$ cat config.mk
export PLATFORM = sky130hd
export DESIGN_NAME = csma_backoff_ctrl
export DESIGN_NICKNAME = d
export VERILOG_FILES = /design/src/rtl/bko_pkg.sv /design/src/rtl/bko_lfsr.sv /design/src/rtl/bko_slot_timer.sv /design/src/rtl/bko_attempt_ctr.sv /design/src/rtl/csma_backoff_ctrl.sv
export SDC_FILE = /design/constraint.sdc
export NUM_CORES = 1
export LEC_CHECK = 0
export BUFFER_PORTS_ARGS = -buffer_cell sky130_fd_sc_hd__buf_4
export CORE_UTILIZATION = 50
export DETAILED_ROUTE_END_ITERATION = 6
export PLACE_DENSITY_LB_ADDON = 0.15
export SYNTH_ARGS = -nofsm -noshare
export SYNTH_HDL_FRONTEND = slang
export SYNTH_SLANG_ARGS = --single-unit
$ cat constraint.sdc
create_clock -name clk -period 2 [get_ports clk]
set_clock_uncertainty 0.15 [all_clocks]
set_input_delay 0.2 -clock clk [delete_from_list [all_inputs] [get_ports clk]]
set_output_delay 0.2 -clock clk [all_outputs]
set_load 0.03 [all_outputs]
$ cat src/rtl/bko_pkg.sv
// Package: shared types and helpers for the collision backoff controller.
// Assumes: nothing beyond IEEE 1800-2017.
package bko_pkg;

    // Controller phases
    typedef enum logic [1:0] {
        ST_IDLE  = 2'd0,   // no backoff pending; collisions are accepted
        ST_WAIT  = 2'd1,   // slot timer is running
        ST_READY = 2'd2    // backoff over, waiting on the inter-packet gap
    } bko_state_e;

    // Smaller of two integers, used for derived widths
    function automatic int bko_min(input int a, input int b);
        return (a < b) ? a : b;
    endfunction

    // Width of a counter that must hold 0..n-1, never below 1
    function automatic int bko_cw(input int n);
        return (n > 1) ? $clog2(n) : 1;
    endfunction

endpackage

$ cat src/rtl/bko_lfsr.sv
// Module: bko_lfsr
// Free-running Galois LFSR that steps on every clock. On load_i it takes
// seed_i as its new state. A zero seed is swapped for FALLBACK so the
// register can never stick at zero.
// Assumes: POLY and FALLBACK are non-zero.
module bko_lfsr #(
    parameter int          W        = 32,
    parameter logic [W-1:0] POLY     = 32'h8020_0003,
    parameter logic [W-1:0] FALLBACK = 32'h1D87_2B41
) (
    input  logic         clk,
    input  logic         rst_n,
    input  logic         load_i,
    input  logic [W-1:0] seed_i,
    output logic [W-1:0] state_o
);

    logic [W-1:0] state_q;
    logic [W-1:0] step_val;
    logic [W-1:0] seed_val;

    // One Galois step: shift left and fold the taps back in on a carry-out
    always_comb begin
        step_val = {state_q[W-2:0], 1'b0};
        if (state_q[W-1]) begin
            step_val = step_val ^ POLY;
        end
    end

    // Replace a zero seed with the fallback constant
    always_comb begin
        seed_val = (seed_i == '0) ? FALLBACK : seed_i;
    end

    // Register: reseed on load, otherwise advance
    always_ff @(posedge clk) begin
        if (!rst_n) begin
            state_q <= FALLBACK;
        end else if (load_i) begin
            state_q <= seed_val;
        end else begin
            state_q <= step_val;
        end
    end

    assign state_o = state_q;

    AST_LFSR_LIVE: assert property (@(posedge clk) disable iff (!rst_n)
        state_q != '0);

    AST_LFSR_SEED: assert property (@(posedge clk) disable iff (!rst_n)
        (load_i && seed_i != '0) |=> state_q == $past(seed_i));

endmodule

$ cat src/rtl/bko_slot_timer.sv
// Module: bko_slot_timer
// Counts a requested number of slot times, each SLOT_CYCLES clocks long.
// start_i loads the slot count and restarts the cycle counter. expired_o
// is high whenever no slots are left.
// Assumes: start_i is only raised by the owner when a new wait begins.
module bko_slot_timer #(
    parameter int SLOT_CYCLES = 256,
    parameter int SLOT_W      = 10
) (
    input  logic              clk,
    input  logic              rst_n,
    input  logic              start_i,
    input  logic [SLOT_W-1:0] slots_i,
    output logic              expired_o
);
    import bko_pkg::*;

    localparam int                CYC_W    = bko_cw(SLOT_CYCLES);
    localparam logic [CYC_W-1:0] CYC_LAST = CYC_W'(SLOT_CYCLES - 1);

    logic [SLOT_W-1:0] slots_q;
    logic [CYC_W-1:0]  cyc_q;

    // Load on start; otherwise count cycles down and give up a slot on each wrap
    always_ff @(posedge clk) begin
        if (!rst_n) begin
            slots_q <= '0;
            cyc_q   <= CYC_LAST;
        end else if (start_i) begin
            slots_q <= slots_i;
            cyc_q   <= CYC_LAST;
        end else if (slots_q != '0) begin
            if (cyc_q == '0) begin
                slots_q <= slots_q - 1'b1;
                cyc_q   <= CYC_LAST;
            end else begin
                cyc_q   <= cyc_q - 1'b1;
            end
        end
    end

    assign expired_o = (slots_q == '0);

    AST_SLOT_STEP: assert property (@(posedge clk) disable iff (!rst_n)
        (!start_i && slots_q != '0) |=> slots_q <= $past(slots_q));

    AST_SLOT_IDLE: assert property (@(posedge clk) disable iff (!rst_n)
        (!start_i && slots_q == '0) |=> slots_q == '0);

endmodule

$ cat src/rtl/bko_attempt_ctr.sv
// Module: bko_attempt_ctr
// Counts collisions for the frame now in flight. Clearing takes priority
// over counting. at_limit_o reports that the count has reached MAX_ATTEMPTS.
// Assumes: the owner never raises inc_i while at_limit_o is high.
module bko_attempt_ctr #(
    parameter int MAX_ATTEMPTS = 16,
    parameter int CNT_W        = 5
) (
    input  logic             clk,
    input  logic             rst_n,
    input  logic             inc_i,
    input  logic             clr_i,
    output logic [CNT_W-1:0] count_o,
    output logic             at_limit_o
);

    localparam logic [CNT_W-1:0] LIMIT = CNT_W'(MAX_ATTEMPTS);

    logic [CNT_W-1:0] count_q;

    // Count register: clear wins over increment
    always_ff @(posedge clk) begin
        if (!rst_n) begin
            count_q <= '0;
        end else if (clr_i) begin
            count_q <= '0;
        end else if (inc_i) begin
            count_q <= count_q + 1'b1;
        end
    end

    assign count_o    = count_q;
    assign at_limit_o = (count_q == LIMIT);

    AST_CNT_BOUND: assert property (@(posedge clk) disable iff (!rst_n)
        count_q <= LIMIT);

    AST_CNT_CLEAR: assert property (@(posedge clk) disable iff (!rst_n)
        clr_i |=> count_q == '0);

endmodule

$ cat src/rtl/csma_backoff_ctrl.sv
// Module: csma_backoff_ctrl (top)
// Collision backoff and retry controller for a half-duplex MAC. It takes
// collision, underrun and success pulses. It draws a truncated binary
// exponential backoff from a CRC-seeded LFSR, times it in slots, and
// grants a retry once the inter-packet gap is also satisfied.
// Assumes: input pulses are one cycle long and synchronous to clk. A
// collision is only meaningful while no backoff is pending.
module csma_backoff_ctrl
    import bko_pkg::*;
#(
    parameter int          SLOT_CYCLES   = 256,
    parameter int          MAX_ATTEMPTS  = 16,
    parameter int          BACKOFF_LIMIT = 10,
    parameter logic [31:0] LFSR_POLY     = 32'h8020_0003,
    parameter logic [31:0] LFSR_FALLBACK = 32'h1D87_2B41,
    parameter int          CNT_W         = $clog2(MAX_ATTEMPTS + 1)
) (
    input  logic             clk,
    input  logic             rst_n,
    input  logic             coll_abort_i,
    input  logic             underrun_i,
    input  logic             tx_ok_i,
    input  logic [31:0]      tx_crc_i,
    input  logic             ipg_ok_i,
    output logic             retry_go_o,
    output logic             discard_o,
    output logic             excess_err_o,
    output logic [CNT_W-1:0] attempt_o
);

    localparam int SLOT_W = BACKOFF_LIMIT;

    bko_state_e        st_q;
    logic [31:0]       rnd;
    logic [CNT_W-1:0]  attempt;
    logic [CNT_W-1:0]  next_attempt;
    logic              at_limit;
    logic              expired;
    logic              coll_take;
    logic              excess;
    logic              bo_start;
    logic              cnt_clr;
    logic              abandon;
    logic [SLOT_W-1:0] draw_mask;
    logic [SLOT_W-1:0] draw_slots;

    // Decode of the incoming pulses, in priority order: underrun, success, collision
    always_comb begin
        coll_take = coll_abort_i && (st_q == ST_IDLE) && !underrun_i && !tx_ok_i;
        excess    = coll_take && at_limit;
        bo_start  = coll_take && !at_limit;
        cnt_clr   = underrun_i || tx_ok_i || excess;
        abandon   = underrun_i || tx_ok_i || excess;
    end

    // Attempt number that this collision brings the count to
    assign next_attempt = attempt + 1'b1;

    // Mask bit i is set when the exponent min(n, limit) is above i
    generate
        for (genvar gi = 0; gi < SLOT_W; gi++) begin : g_mask
            assign draw_mask[gi] = (int'(next_attempt) > gi);
        end
    endgenerate

    // Random slot count, truncated to the current exponent
    assign draw_slots = rnd[SLOT_W-1:0] & draw_mask;

    bko_lfsr #(
        .W        (32),
        .POLY     (LFSR_POLY),
        .FALLBACK (LFSR_FALLBACK)
    ) i_lfsr (
        .clk     (clk),
        .rst_n   (rst_n),
        .load_i  (tx_ok_i),
        .seed_i  (tx_crc_i),
        .state_o (rnd)
    );

    bko_attempt_ctr #(
        .MAX_ATTEMPTS (MAX_ATTEMPTS),
        .CNT_W        (CNT_W)
    ) i_attempt (
        .clk        (clk),
        .rst_n      (rst_n),
        .inc_i      (bo_start),
        .clr_i      (cnt_clr),
        .count_o    (attempt),
        .at_limit_o (at_limit)
    );

    bko_slot_timer #(
        .SLOT_CYCLES (SLOT_CYCLES),
        .SLOT_W      (SLOT_W)
    ) i_timer (
        .clk       (clk),
        .rst_n     (rst_n),
        .start_i   (bo_start),
        .slots_i   (draw_slots),
        .expired_o (expired)
    );

    // Phase register: idle, then timing, then waiting on the gap
    always_ff @(posedge clk) begin
        if (!rst_n) begin
            st_q <= ST_IDLE;
        end else if (abandon) begin
            st_q <= ST_IDLE;
        end else begin
            unique case (st_q)
                ST_IDLE:  if (bo_start) st_q <= ST_WAIT;
                ST_WAIT:  if (expired)  st_q <= ST_READY;
                ST_READY: if (ipg_ok_i) st_q <= ST_IDLE;
                default:                st_q <= ST_IDLE;
            endcase
        end
    end

    // Registered strobes: grant, discard and the excessive-collision error
    always_ff @(posedge clk) begin
        if (!rst_n) begin
            retry_go_o   <= 1'b0;
            discard_o    <= 1'b0;
            excess_err_o <= 1'b0;
        end else begin
            retry_go_o   <= (st_q == ST_READY) && ipg_ok_i && !underrun_i && !tx_ok_i;
            discard_o    <= underrun_i || excess;
            excess_err_o <= excess;
        end
    end

    assign attempt_o = attempt;

    AST_COLL_COUNT: assert property (@(posedge clk) disable iff (!rst_n)
        (st_q == ST_IDLE && coll_abort_i && !underrun_i && !tx_ok_i && !at_limit)
        |=> attempt_o == $past(attempt_o) + 1'b1);

    AST_COLL_IGNORED: assert property (@(posedge clk) disable iff (!rst_n)
        (st_q != ST_IDLE && !underrun_i && !tx_ok_i) |=> attempt_o == $past(attempt_o));

    AST_GO_NEEDS_GAP: assert property (@(posedge clk) disable iff (!rst_n)
        retry_go_o |-> $past(ipg_ok_i));

    AST_GO_SINGLE: assert property (@(posedge clk) disable iff (!rst_n)
        retry_go_o |=> !retry_go_o);

    AST_GAP_HOLD: assert property (@(posedge clk) disable iff (!rst_n)
        (st_q == ST_READY && !ipg_ok_i && !underrun_i && !tx_ok_i)
        |=> (!retry_go_o && st_q == ST_READY));

    AST_EXCESS_DROP: assert property (@(posedge clk) disable iff (!rst_n)
        excess_err_o |-> (discard_o && attempt_o == '0));

    AST_UNDERRUN_DROP: assert property (@(posedge clk) disable iff (!rst_n)
        underrun_i |=> (discard_o && !excess_err_o && !retry_go_o && attempt_o == '0));

    AST_STROBE_EXCL: assert property (@(posedge clk) disable iff (!rst_n)
        !(retry_go_o && discard_o));

    AST_OK_CLEARS: assert property (@(posedge clk) disable iff (!rst_n)
        (tx_ok_i && !underrun_i) |=> (attempt_o == '0 && !discard_o && !retry_go_o));

endmodule

==> impl_metrics.toml <==
[synthesis]
synthCells = 320
yosysWarningCount = 0
async_reset_ff_share_pct = 0
syn_area_per_cell_um2 = 8.93
yosysSeqAreaShare_pct = 42.0
syn-num-nets = 367
synth_edf_count = 0
synth-main-ff-cell = "dfxtp_1"
synth_area_um2 = 2860
synth_cell_types = 52
ys_seq_elements = 60

[job]
cap_violations = 0

[sta]
period_share_pct = 94.3
finalHoldViolations = 0
tightest_slew_ns = 0.470
period_needed_ns = 1.89
slew_violations = 0
setup_viol_count_final = 0
maxSlewHeadroom_pct = 68.6
max_freq_mhz = 530
whs_ns = 0.0384

[pwr]
powerDensity_nw_per_um2 = 684
power.total_mw = 2.66
power.leakage_nw = 1.57
seq_power_share_pct = 48.9
comb_power_share_pct = 15.0
internal_power_mw = 1.94
p_sw_uw = 713
max-vdd-ir-drop_v = 0.000522
switching_share_pct = 26.8
power_frac_clock_pct = 36.1

[route]
wl_um = 7130
viasPerCell = 5.54
drtIter0Drc = 125
dr.pass1.iters = 4
post-route-drc-count = 0
vias = 2679
wl_per_cell_um = 14.7
ant_nets = 0

[clocking]
cts_tree = "done"
cts_made_buffers = 9
clockRootBuffer = "clkbuf_8"
clk-insertion-delay-late_ns = 0.33
h-tree-depth = 3
cts_sinks = 60
ctsLongestPathBuffers = 2
cts.clk_slew.worst_paths_ns = 0.07

[global_routing]
grt.total_usage_pct = 25.9
grt_first_pass_wirelength_um = 12200
use_met2_pct = 43.3
grt_overflow = 0
grt_pass1_vias = 2653
grt_max_degree = 38
gr-usage-met3_pct = 5.41
grt-busiest-layer = "met2"
antenna_found_initial = 0
grtUsageMet1_pct = 32.1

[finish]
insertedDiodeCount = 0
final_net_count = 454
instances_no_fill = 484
area_growth_pct = 35.9
drive_above_1_share_pct = 23.1

[placed_design]
dp.cells = 434
numPortBuffers = 45
hpwl_um = 4700
gp_congestion = 0.869

[setup_path]
worstPathRequired_ns = 2.12
critPathLaunchType = "primary input"
path_class = "in -> reg"
crit_arrival_ns = 2.00
worstSetupEndpointType = "flip-flop"
cp_max_fo = 12

[hold_path]
hold_path_class = "in -> reg"

[floorplan]
die_h_um = 77.6
num_rows = 27
fp.coreArea_um2 = 5510
die_width_um = 77.6
die_area_um2 = 6020
initial_core_util_pct = 51.9
pin_count = 46

[status]
status = "complete, no violations"
[through the flow]
step / util (%) / worst slack, ns / setup TNS, ns / instance area (um2)
global route: 70.6 / -0.0545 / -0.0561 / 3880
floorplan: - / 0.0572 / 0 / 2860
global placement: 60.0 / 0.134 / 0 / 3300
CTS: 69.4 / 0.0402 / 0 / 3820
finish: 70.6 / 0.113 / 0 / 3880
detailed placement: 60.0 / 0.0679 / 0 / 3300
[cells by family after synthesis]
kind of cell	count (synthesis)	share of synthesized area, %
simple gates	128	23.7
compound gates	61	14.2
mux	15	5.25
fa+ha+maj	9	3.94
buf+inv	25	4.07
xor+xnor	22	6.74
flops	60	42.0
[synthesized netlist by cell type (all sizes together), types with 2 or more instances]
cell type / n / area [um2]
ha: 9 / 113
nand3: 7 / 47.6
inv: 8 / 30.0
o2111ai: 3 / 26.3
o31ai: 4 / 30.0
o21ai: 8 / 40.0
o22ai: 15 / 93.8
a211oi: 5 / 42.5
nand4: 7 / 43.8
buf: 8 / 52.6
nor4b: 2 / 17.5
nor2b: 2 / 12.5
a31oi: 4 / 25.0
and2: 2 / 12.5
xor2: 5 / 43.8
nor2: 39 / 149
dfxtp: 60 / 1200
nor3: 6 / 30.0
clkbuf: 8 / 30.0
a21oi: 12 / 60.1
nand2: 36 / 135
nor4: 16 / 136
xnor2: 17 / 149
mux2i: 15 / 150
and3: 2 / 13.8
o311a: 2 / 20.0
[worst max-delay path, stage by stage]
cell	delay, ns
dlygate4sd3_1	0.54
buf_4	0.14
nor4_1	0.34
nand4_1	0.17
o21ai_1	0.20
buf_4	0.22
o22ai_1	0.11
nand2_1	0.09
[power groups by stage]
| stage | combinational [mW] | clock (mW) | sequential, mW |
|---|---|---|---|
| floorplan | 0.212 | 0 | 1.32 |
| global placement | 0.326 | 0 | 1.32 |
| detailed placement | 0.331 | 0 | 1.32 |
| CTS | 0.386 | 0.980 | 1.30 |
| global route | 0.440 | 1.05 | 1.31 |
| finish | 0.398 | 0.961 | 1.30 |
[registers in the layout, indices dropped and copies added, names as in the netlist]
register           flops
excess_err_o           1
st_q                   2
i_attempt.count_o      5
discard_o              1
retry_go_o             1
i_timer.slots_q       10
i_timer.cyc_q          8
i_lfsr.state_o        32
[cell usage in the layout (no fill, tap or decap), drive strengths merged, types with 2 or more instances in the layout]
cell type / count
xor2: 5
a21oi: 12
ha: 9
and2: 2
mux2i: 15
o21ai: 8
dlygate4sd3: 34
buf: 58
dfxtp: 60
clkbuf: 10
nor4b: 2
nand3: 7
nor2: 39
nand4: 7
a31oi: 4
nor3: 6
clkinvlp: 2
a211oi: 5
inv: 9
nand2: 36
o31ai: 4
xnor2: 17
nor4: 16
o2111ai: 3
o311a: 2
nor2b: 2
o22ai: 15
clkinv: 4
and3: 2
[area by class of cell]
cell class	count	area [um2]
inverter	9	33.8
fill	422	1620
clock buffer	10	138
multi-input combinational	235	1610
sequential	60	1200
timing repair buffer	92	776
clock inverter	6	38.8
tap	72	90.1
[repair_timing]
item / CTS / global route
resized for setup: 0 / 13
setup endpoints to repair: 0 / 16
setup buffers: 0 / 0
hold buffers: 34 / 0
hold endpoints to repair: 34 / 0
[final timing paths]
path	end	depth (start not counted)	from	slack [ns]
setup / recovery	i_lfsr.state_o[28]$_SDFF_PN1_	8	tx_crc_i[25]	0.11
hold / removal	i_lfsr.state_o[18]$_SDFF_PN1_	2	rst_n	0.04
setup reg to reg	i_timer.slots_q[2]$_SDFFE_PN0P_	5	i_timer.slots_q[2]$_SDFFE_PN0P_	0.11
hold reg to reg	i_lfsr.state_o[18]$_SDFF_PN1_	2	i_lfsr.state_o[17]$_SDFF_PN1_	0.30
[routing by layer]
layer	wire, um	vias up	share of wire [%]
met3	275	16	3.9
met5	0	-	0
met1	3200	1264	45
met4	158	0	2.2
li1	-	1334	-
met2	3500	65	49
Power figures use the tool's default switching activity.
